$ cat config.mk
export PLATFORM = sky130hd
export DESIGN_NAME = cfg_startup_seq
export DESIGN_NICKNAME = d
export VERILOG_FILES = /design/src/rtl/cfg_startup_seq.sv
export SDC_FILE = /design/constraint.sdc
export NUM_CORES = 1
export LEC_CHECK = 0
export BUFFER_PORTS_ARGS = -buffer_cell sky130_fd_sc_hd__buf_2
export CORE_UTILIZATION = 45
export DETAILED_ROUTE_END_ITERATION = 8
export GPL_TIMING_DRIVEN = 0
export SYNTH_ARGS = -nofsm -noshare
export SYNTH_HDL_FRONTEND = slang
export SYNTH_SLANG_ARGS = --single-unit
export TNS_END_PERCENT = 30
$ cat constraint.sdc
create_clock -name clk -period 1.9 [get_ports clk]
set_clock_uncertainty 0.1 [all_clocks]
set_input_delay 0.19 -clock clk [delete_from_list [all_inputs] [get_ports clk]]
set_output_delay 0.19 -clock clk [all_outputs]
set_load 0.05 [all_outputs]
$ cat src/rtl/cfg_startup_seq.sv
`timescale 1ns/1ps
module cfg_startup_seq #(
  parameter int SETTLE_CYCLES = 64,
  parameter int MASTER_WAIT   = 2500
) (
  input  logic clk,
  input  logic rst,
  input  logic master_mode,
  input  logic init_in,
  input  logic clear_done,
  input  logic load_done,
  input  logic crc_err,
  output logic init_pull_low,
  output logic cfg_busy_hi,
  output logic cfg_busy_lo,
  output logic load_grant,
  output logic io_active
);
  localparam int MAXC = (SETTLE_CYCLES > MASTER_WAIT) ? SETTLE_CYCLES : MASTER_WAIT;
  localparam int CW   = $clog2(MAXC + 1);
  localparam logic [CW-1:0] SETTLE_LAST = CW'(SETTLE_CYCLES - 1);
  localparam logic [CW-1:0] WAIT_LAST   = CW'(MASTER_WAIT - 1);

  typedef enum logic [2:0] {
    ST_POWER = 3'd0, ST_CLEAR = 3'd1, ST_WAIT = 3'd2, ST_MDLY = 3'd3,
    ST_LOAD  = 3'd4, ST_ERR   = 3'd5, ST_DONE = 3'd6
  } st_t;

  st_t           state, state_nx;
  logic [CW-1:0] cnt;
  logic          init_s1, init_s2;

  always_ff @(posedge clk) begin
    if (rst) {init_s2, init_s1} <= 2'b00;
    else     {init_s2, init_s1} <= {init_s1, init_in};
  end

  always_comb begin
    state_nx = state;
    case (state)
      ST_POWER: if (cnt == SETTLE_LAST) state_nx = ST_CLEAR;
      ST_CLEAR: if (clear_done) state_nx = ST_WAIT;
      ST_WAIT:  if (init_s2) state_nx = master_mode ? ST_MDLY : ST_LOAD;
      ST_MDLY:  if (cnt == WAIT_LAST) state_nx = ST_LOAD;
      ST_LOAD:  if (crc_err) state_nx = ST_ERR;
                else if (load_done) state_nx = ST_DONE;
      default:  state_nx = state;
    endcase
  end

  always_ff @(posedge clk) begin
    if (rst) begin
      state <= ST_POWER;
      cnt   <= '0;
    end else begin
      state <= state_nx;
      cnt   <= (state_nx != state) ? '0 : cnt + CW'(1);
    end
  end

  assign init_pull_low = (state == ST_POWER) || (state == ST_CLEAR) || (state == ST_ERR);
  assign io_active     = (state == ST_DONE);
  assign load_grant    = (state == ST_LOAD);
  assign cfg_busy_hi   = !io_active;
  assign cfg_busy_lo   = io_active;
endmodule


==> results by group, run 1 <==
STA
  • Finish-stage setup viols: 0
  • Max Slew Vio Count: 0
  • Post-layout min period: 1780 ps
  • Max Freq: 0.563 GHz
  • Fin. Hold Viols: 0
  • Post-Route Setup TNS: 0 ps
  • Rel. slew slack: 69.4%
  • Final hold slack: 39.5 ps
  • Worst slew pin tran: 453 ps
  • Final period util: between 90 and 100%
  • Unrepaired setup endpoints after global routing: false

Yosys
  • Top_reg_cell synth: dfxtp_1
  • Ys async rst share: 0%
  • Post-synth cell types: 37
  • Ys Warns: 0
  • Synthesized flop and latch total: 17
  • Synth Cell Area: 958 um^2
  • Post-Syn Instances: between 100 and 150
  • Synthesized area per cell: between 9 and 10 um^2
  • Post-synth EDFFs: 0
  • Syn nets: around 110
  • Seq/Total Area, Yosys: between 30% and 40%

Power and ir drop
  • Switching Power: about 0.14 mW
  • Lkg Pwr: between 0.3 and 0.4 nW
  • Flop pwr share: between 60% and 70%
  • Gate power share: 6.2%
  • Int Pwr: 0.466 mW
  • Clock network fraction of total power: 32.8%
  • Pwr/cell area: 543 nW/um^2
  • Max VDD drop: about 0.53 mV
  • Sw Share: 23.4%

Die
  • Core area: 1980 um^2
  • Std cell rows: 16
  • Initial core utilization: 48.4%
  • Die area: 2320 um^2
  • Die extent in x: just under 50 um
  • Die Span Y: ~48 um
  • Io pins: 12

Placed design
  • Placed cell area: 1050 um^2
  • Port bufs: 11
  • Post-DP HPWL: 1.37 mm
  • Routability cong.: 0.822

Finish
  • Fin area: 1120 um^2
  • Final Util: 56.6%
  • Layout Area Growth over Synthesis: 17.0%
  • Fillers: 189
  • Final nets: 130
  • Layout cell share with drive strength beyond 1: 32.2%
  • Most frequent cells in the layout: dfxtp_1, buf_2, nor3_1
  • Commonest non-fill, non-tap cell in the layout: dfxtp_1
  • Antenna diode count: 0

Route
  • Post-route ant nets: 0
  • Drt total wl: 1.97 mm
  • WL met3: 72 um
  • Vias: 808
  • Router iterations before antenna repair: 4
  • DRC viols: 0
  • DR WL met2: 846 um
  • M1 wire length: 1.04 mm
  • DR WL/cell: 13.3 um
  • DRT iter0 DRCs: 30
  • Max layer used: met4
  • Vias per cell: between 5 and 6

Worst setup path
  • CP endpoint kind: flop
  • Crit-path max FO: 10
  • Worst path required time: around 2000 ps
  • Startpoint types: flop
  • Critical path class: reg2reg
  • Critical path arrival: approximately 1900 ps

Clocking
  • Clk Latency, worst-skew pair: 290 ps
  • Clock sink total: 17
  • CTS Buffer Depth: 2
  • TritonCTS clock tree: done
  • Total CTS buffers: 3
  • Reg clk slew, reported paths: 100 ps
  • CTS root buffer: clkbuf_4
  • H-Tree Depth: 1

Global routing
  • Global Route Usage Sum: 19.3%
  • Number of antenna violations at the first check in global routing: 0
  • Global-route wire length before repair: 3.02 mm
  • Pin count of the biggest net entering global routing: 11
  • GRT Residual Overflow: 0
  • Vias in the first global route: 665

Run
  • MaxCap Viol Count: 0

Worst hold path
  • Hold Crit Class: in2reg

Outcome
  • Outcome: complete, no violations
==> critical path, cell delays in order (launching register included) <==
cell and delay, ps:
dfxtp_1 400, ha_2 240, and4bb_2 250, nand3_1 160
o221ai_4 270, buf_6 190, nor3_1 70
==> stage by stage <==
| stage | cells | power, mW | setup slack (ps) |
|---|---|---|---|
| 6_report | 148 | 0.608 | 123 |
| 5_1_grt | 148 | 0.634 | 19.3 |
| 4_1_cts | 148 | 0.611 | 29.5 |
| 3_5_place_dp | 142 | 0.414 | 38.3 |
| 3_3_place_gp | 142 | 0.412 | 59.6 |
| 2_1_floorplan | 104 | 0.399 | 137 |
==> final timing paths <==
path                           start  slack [ps]             endpoint  cells after the start
setup / recovery   cnt[0]$_SDFF_PP0_         120    cnt[0]$_SDFF_PP0_                      6
setup reg to reg   cnt[0]$_SDFF_PP0_         120    cnt[0]$_SDFF_PP0_                      6
hold reg to reg   init_s1$_SDFF_PP0_         350   init_s2$_SDFF_PP0_                      1
hold / removal                   rst          40  state[1]$_SDFF_PP0_                      2
==> cell families after synthesis <==
family	after synthesis	share of synthesized area [%]
DFF	17	35.5
adders and majority gates	1	1.31
xor gates and xnor gates	9	8.22
and+or+nand+nor	52	35.6
buffers and inverters	10	7.31
AOI/OAI and AO/OA	15	12.0
==> power groups by stage <==
stage          clock (mW)  sequential (mW)  combinational (mW)
2_1_floorplan           0            0.377              0.0215
3_3_place_gp            0            0.379              0.0334
3_5_place_dp            0            0.379              0.0344
4_1_cts             0.204            0.371              0.0360
5_1_grt             0.220            0.373              0.0410
6_report            0.200            0.371              0.0375
==> routing by layer <==
layer | vias up | track usage [%]
li1 | 418 | -
met1 | 367 | 28.2
met2 | 21 | 27.5
met3 | 2 | 5.56
met4 | 0 | 5.00
met5 | - | 0
==> final cells by class <==
| class | count | area, um^2 | share of cell area, % |
|---|---|---|---|
| Timing Repair Buffer | 13 | 75.1 | 6.70 |
| Clock buffer | 4 | 26.3 | 2.34 |
| Tap cell | 27 | 33.8 | 3.01 |
| Buffer | 7 | 58.8 | 5.25 |
| Sequential cell | 17 | 340 | 30.4 |
| Inverter | 3 | 15.0 | 1.34 |
| Multi-Input combinational cell | 77 | 572 | 51.0 |
==> state kept, by name (all words and copies together), names as in the netlist <==
name / cells
state: 3
init_s1: 1
cnt: 12
init_s2: 1
==> what timing repair did <==
| item | 4_1_cts | 5_1_grt |
|---|---|---|
| gates resized for setup | 0 | 5 |
| hold buffers | 1 | 0 |
| buffers inserted | 1 | 0 |
| pin swaps | 1 | 1 |
| hold endpoints to repair | 1 | 0 |
| setup endpoints to repair | 10 | 12 |
==> synthesized netlist by cell type (2+ instances only) <==
cell / instances / share of area (%)
dfxtp_1: 17 / 36
nor2b_1: 6 / 3.9
nor3_2: 3 / 3.1
nand2_1: 6 / 2.3
nand4_1: 3 / 2.0
a21oi_1: 2 / 1.0
nor2_1: 3 / 1.2
nand3_1: 5 / 2.6
a31oi_1: 4 / 2.6
buf_6: 3 / 3.5
inv_1: 3 / 1.2
buf_4: 2 / 1.6
xnor2_1: 4 / 3.7
buf_2: 2 / 1.0
and4bb_2: 2 / 2.6
nor3_1: 10 / 5.2
nor4bb_1: 2 / 2.1
o21ai_0: 4 / 2.1
xor2_1: 5 / 4.6
Note: power is estimated with default switching activity, not from simulation.
==> inputs of run 2 (changes only) <==
==> constraint.sdc (replaced) <==
create_clock -name clk -period 2.3 [get_ports clk]
set_clock_uncertainty 0.1 [all_clocks]
set_input_delay 0.23 -clock clk [delete_from_list [all_inputs] [get_ports clk]]
set_output_delay 0.23 -clock clk [all_outputs]
set_load 0.05 [all_outputs]
==> results by group, run 2 (synthesis results as in run 1) <==
Outcome
  • Outcome: complete, no violations

Finish
  • Commonest non-fill, non-tap cell in the layout: dfxtp_1
  • Final nets: 128 (-1.5%)
  • Most frequent cells in the layout: dfxtp_1, buf_2, nor3_1
  • Top Registers: cnt x12, state x3
  • Layout Area Growth over Synthesis: 12.0%
  • Fin area: 1070 um^2 (-4.2%)
  • Largest Register: cnt
  • Max reg flops: 12 (unchanged)
  • Layout cell share with drive strength beyond 1: 27.7% (-4.5 points)
  • Antenna diode count: 0 (unchanged)

Clocking
  • Total CTS buffers: 3 (unchanged)
  • Reg clk slew, reported paths: 100 ps (about the same)
  • Post-cts repair resize count: 0 (unchanged)
  • Clock sink total: 17 (unchanged)
  • CTS root buffer: clkbuf_4
  • Clk Latency, worst-skew pair: 300 ps (about the same)
  • H-Tree Depth: 1 (unchanged)
  • CTS Hold Bufs: 0 (-1)
  • Post CTS Setup Buffer Count: 0 (-1)
  • CTS Buffer Depth: 2 (unchanged)
  • TritonCTS clock tree: done

Worst setup path
  • Crit-path cells: buf_2 > nor2b_1 > nand2_1 > inv_1 > buf_4 > buf_2
  • Critical path class: reg2out
  • Crit-path max FO: 10 (unchanged)
  • Critical path arrival: 1540 ps (-330 ps)
  • Top cell by count, worst path: buf_2
  • Crit-path max cell delay: 340 ps (-60 ps)
  • Slowest cell on crit path: dfxtp_1
  • Startpoint types: flop
  • CP endpoint kind: primary output
  • Worst reg2reg endpoint: cnt[10]$_SDFF_PP0_
  • Reg-to-reg startpoint: cnt[0]$_SDFF_PP0_
  • Setup slack, reg-to-reg: 440 ps (+320 ps)
  • Worst path required time: 1970 ps (-20 ps)
  • FF-to-FF path depth: 6 (unchanged)

Die
  • Initial core utilization: 48.4% (unchanged)
  • Io pins: 12 (unchanged)
  • Die area: 2320 um^2 (unchanged)
  • Die Span Y: 48.2 um (unchanged)
  • Std cell rows: 16 (unchanged)
  • Core area: 1980 um^2 (unchanged)
  • Die extent in x: 48.2 um (unchanged)

Worst hold path
  • Hold endpoint: init_s1$_SDFF_PP0_
  • Hold Crit Class: in2reg
  • Hold path cells: 2 (unchanged)
  • Worst Min Path Start: init_in

Global routing
  • Pin count of the biggest net entering global routing: 11 (unchanged)
  • GRT Residual Overflow: 0 (unchanged)
  • Global Route Usage Sum: 19.0% (-0.23 points)
  • Vias in the first global route: 685 (+3.0%)
  • Global-route wire length before repair: 2.95 mm (-2.3%)
  • Number of antenna violations at the first check in global routing: 0 (unchanged)

STA
  • Max Freq: 0.535 GHz
  • Final hold slack: 41.8 ps (+2.29 ps)
  • Post-Route Setup TNS: 0 ps (unchanged)
  • Unrepaired setup endpoints after global routing: false
  • Max Slew Vio Count: 0 (unchanged)
  • Fin. Hold Viols: 0 (unchanged)
  • Final worst setup slack: 432 ps (+309 ps)
  • Post-layout min period: about 1900 ps
  • Worst slew pin tran: 444 ps (-8.86 ps)
  • Finish-stage setup viols: 0 (unchanged)
  • Final period util: 81.2%
  • Rel. slew slack: 70.0% (+0.60 points)

Power and ir drop
  • Switching Power: 0.116 mW (-18%)
  • Sw Share: 23.3% (-0.12 points)
  • Pwr/cell area: 465 nW/um^2 (-14%)
  • Lkg Pwr: 0.394 nW (+0.25%)
  • PnR Total Power: 0.499 mW (-18%)
  • Max VDD drop: 0.267 mV (-50%)
  • Int Pwr: 0.383 mW (-18%)
  • Clock network fraction of total power: 33.1% (+0.3 points)
  • Gate power share: 5.6% (-0.6 points)
  • Flop pwr share: 61.3% (+0.3 points)

Placed design
  • Placed cell area: 1050 um^2 (-0.59%)
  • Port bufs: 11 (unchanged)
  • DP Worst Slack: 438 ps (+400 ps)
  • Routability cong.: 0.800 (-2.7%)
  • Post-DP HPWL: 1.41 mm (+2.6%)

Route
  • DRT iter0 DRCs: 19 (-37%)
  • DR WL met2: 794 um (-6.1%)
  • M1 wire length: 1.03 mm (-0.29%)
  • Post-route ant nets: 0 (unchanged)
  • Drt total wl: 1.92 mm (-2.6%)
  • WL met3: 51 um (-29%)
  • Max layer used: met4
  • DR WL/cell: 13.1 um (-1.3%)
  • Vias per cell: 5.54 (+1.5%)
  • Vias: 809 (+0.12%)
  • Router iterations before antenna repair: 4 (unchanged)
  • DRC viols: 0 (unchanged)

Run
  • MaxCap Viol Count: 0 (unchanged)
## run 2: how the worst max path moves through the flow
| stage | startpoint | end | slack (ps) | cells past startpoint |
|---|---|---|---|---|
| floorplan | state[2]$_SDFF_PP0_ | io_active | 260 | 5 |
| detailed placement | cnt[0]$_SDFF_PP0_ | cnt[10]$_SDFF_PP0_ | 440 | 6 |
| global route | state[2]$_SDFF_PP0_ | io_active | 300 | 6 |
| global placement | cnt[0]$_SDFF_PP0_ | cnt[10]$_SDFF_PP0_ | 450 | 6 |
| CTS | state[2]$_SDFF_PP0_ | io_active | 420 | 6 |
| finish | state[2]$_SDFF_PP0_ | io_active | 430 | 6 |
## run 2: power groups by stage
| stage | registers (mW) | clock network, mW | logic (mW) |
|---|---|---|---|
| detailed placement | 0.313 | 0 | 0.0282 |
| finish | 0.306 | 0.165 | 0.0278 |
| floorplan | 0.312 | 0 | 0.0178 |
| CTS | 0.306 | 0.166 | 0.0284 |
| global route | 0.307 | 0.182 | 0.0311 |
| global placement | 0.313 | 0 | 0.0277 |
## run 2: stage by stage
stage	util (%)	cells
after detailed placement	52.8	142
after floorplan	-	104
after global routing	54.2	146
final	54.2	146
after global placement	52.8	142
after CTS	54.2	146
## run 2: critical path, delay by kind of cell, from the launching register on
kind	cells	cell delay (ps)
buffers and inverters	4	600
flip-flops	1	340
AND/OR/NAND/NOR	2	300
## run 2: layout make-up
cell class / instances / area, um^2
Sequential cell: 17 / 340
Inverter: 3 / 11.3
Multi-Input combinational cell: 77 / 548
Buffer: 7 / 58.8
Clock buffer: 4 / 26.3
Tap cell: 27 / 33.8
Fill cell: 202 / 908
Timing Repair Buffer: 11 / 55.1
## run 2: per-layer routing
metal | vias to the layer above | GRT usage, %
met3 | 5 | 4.44
met4 | 0 | 10.0
met1 | 383 | 27.5
met2 | 12 | 25.9
met5 | - | 0
li1 | 409 | -
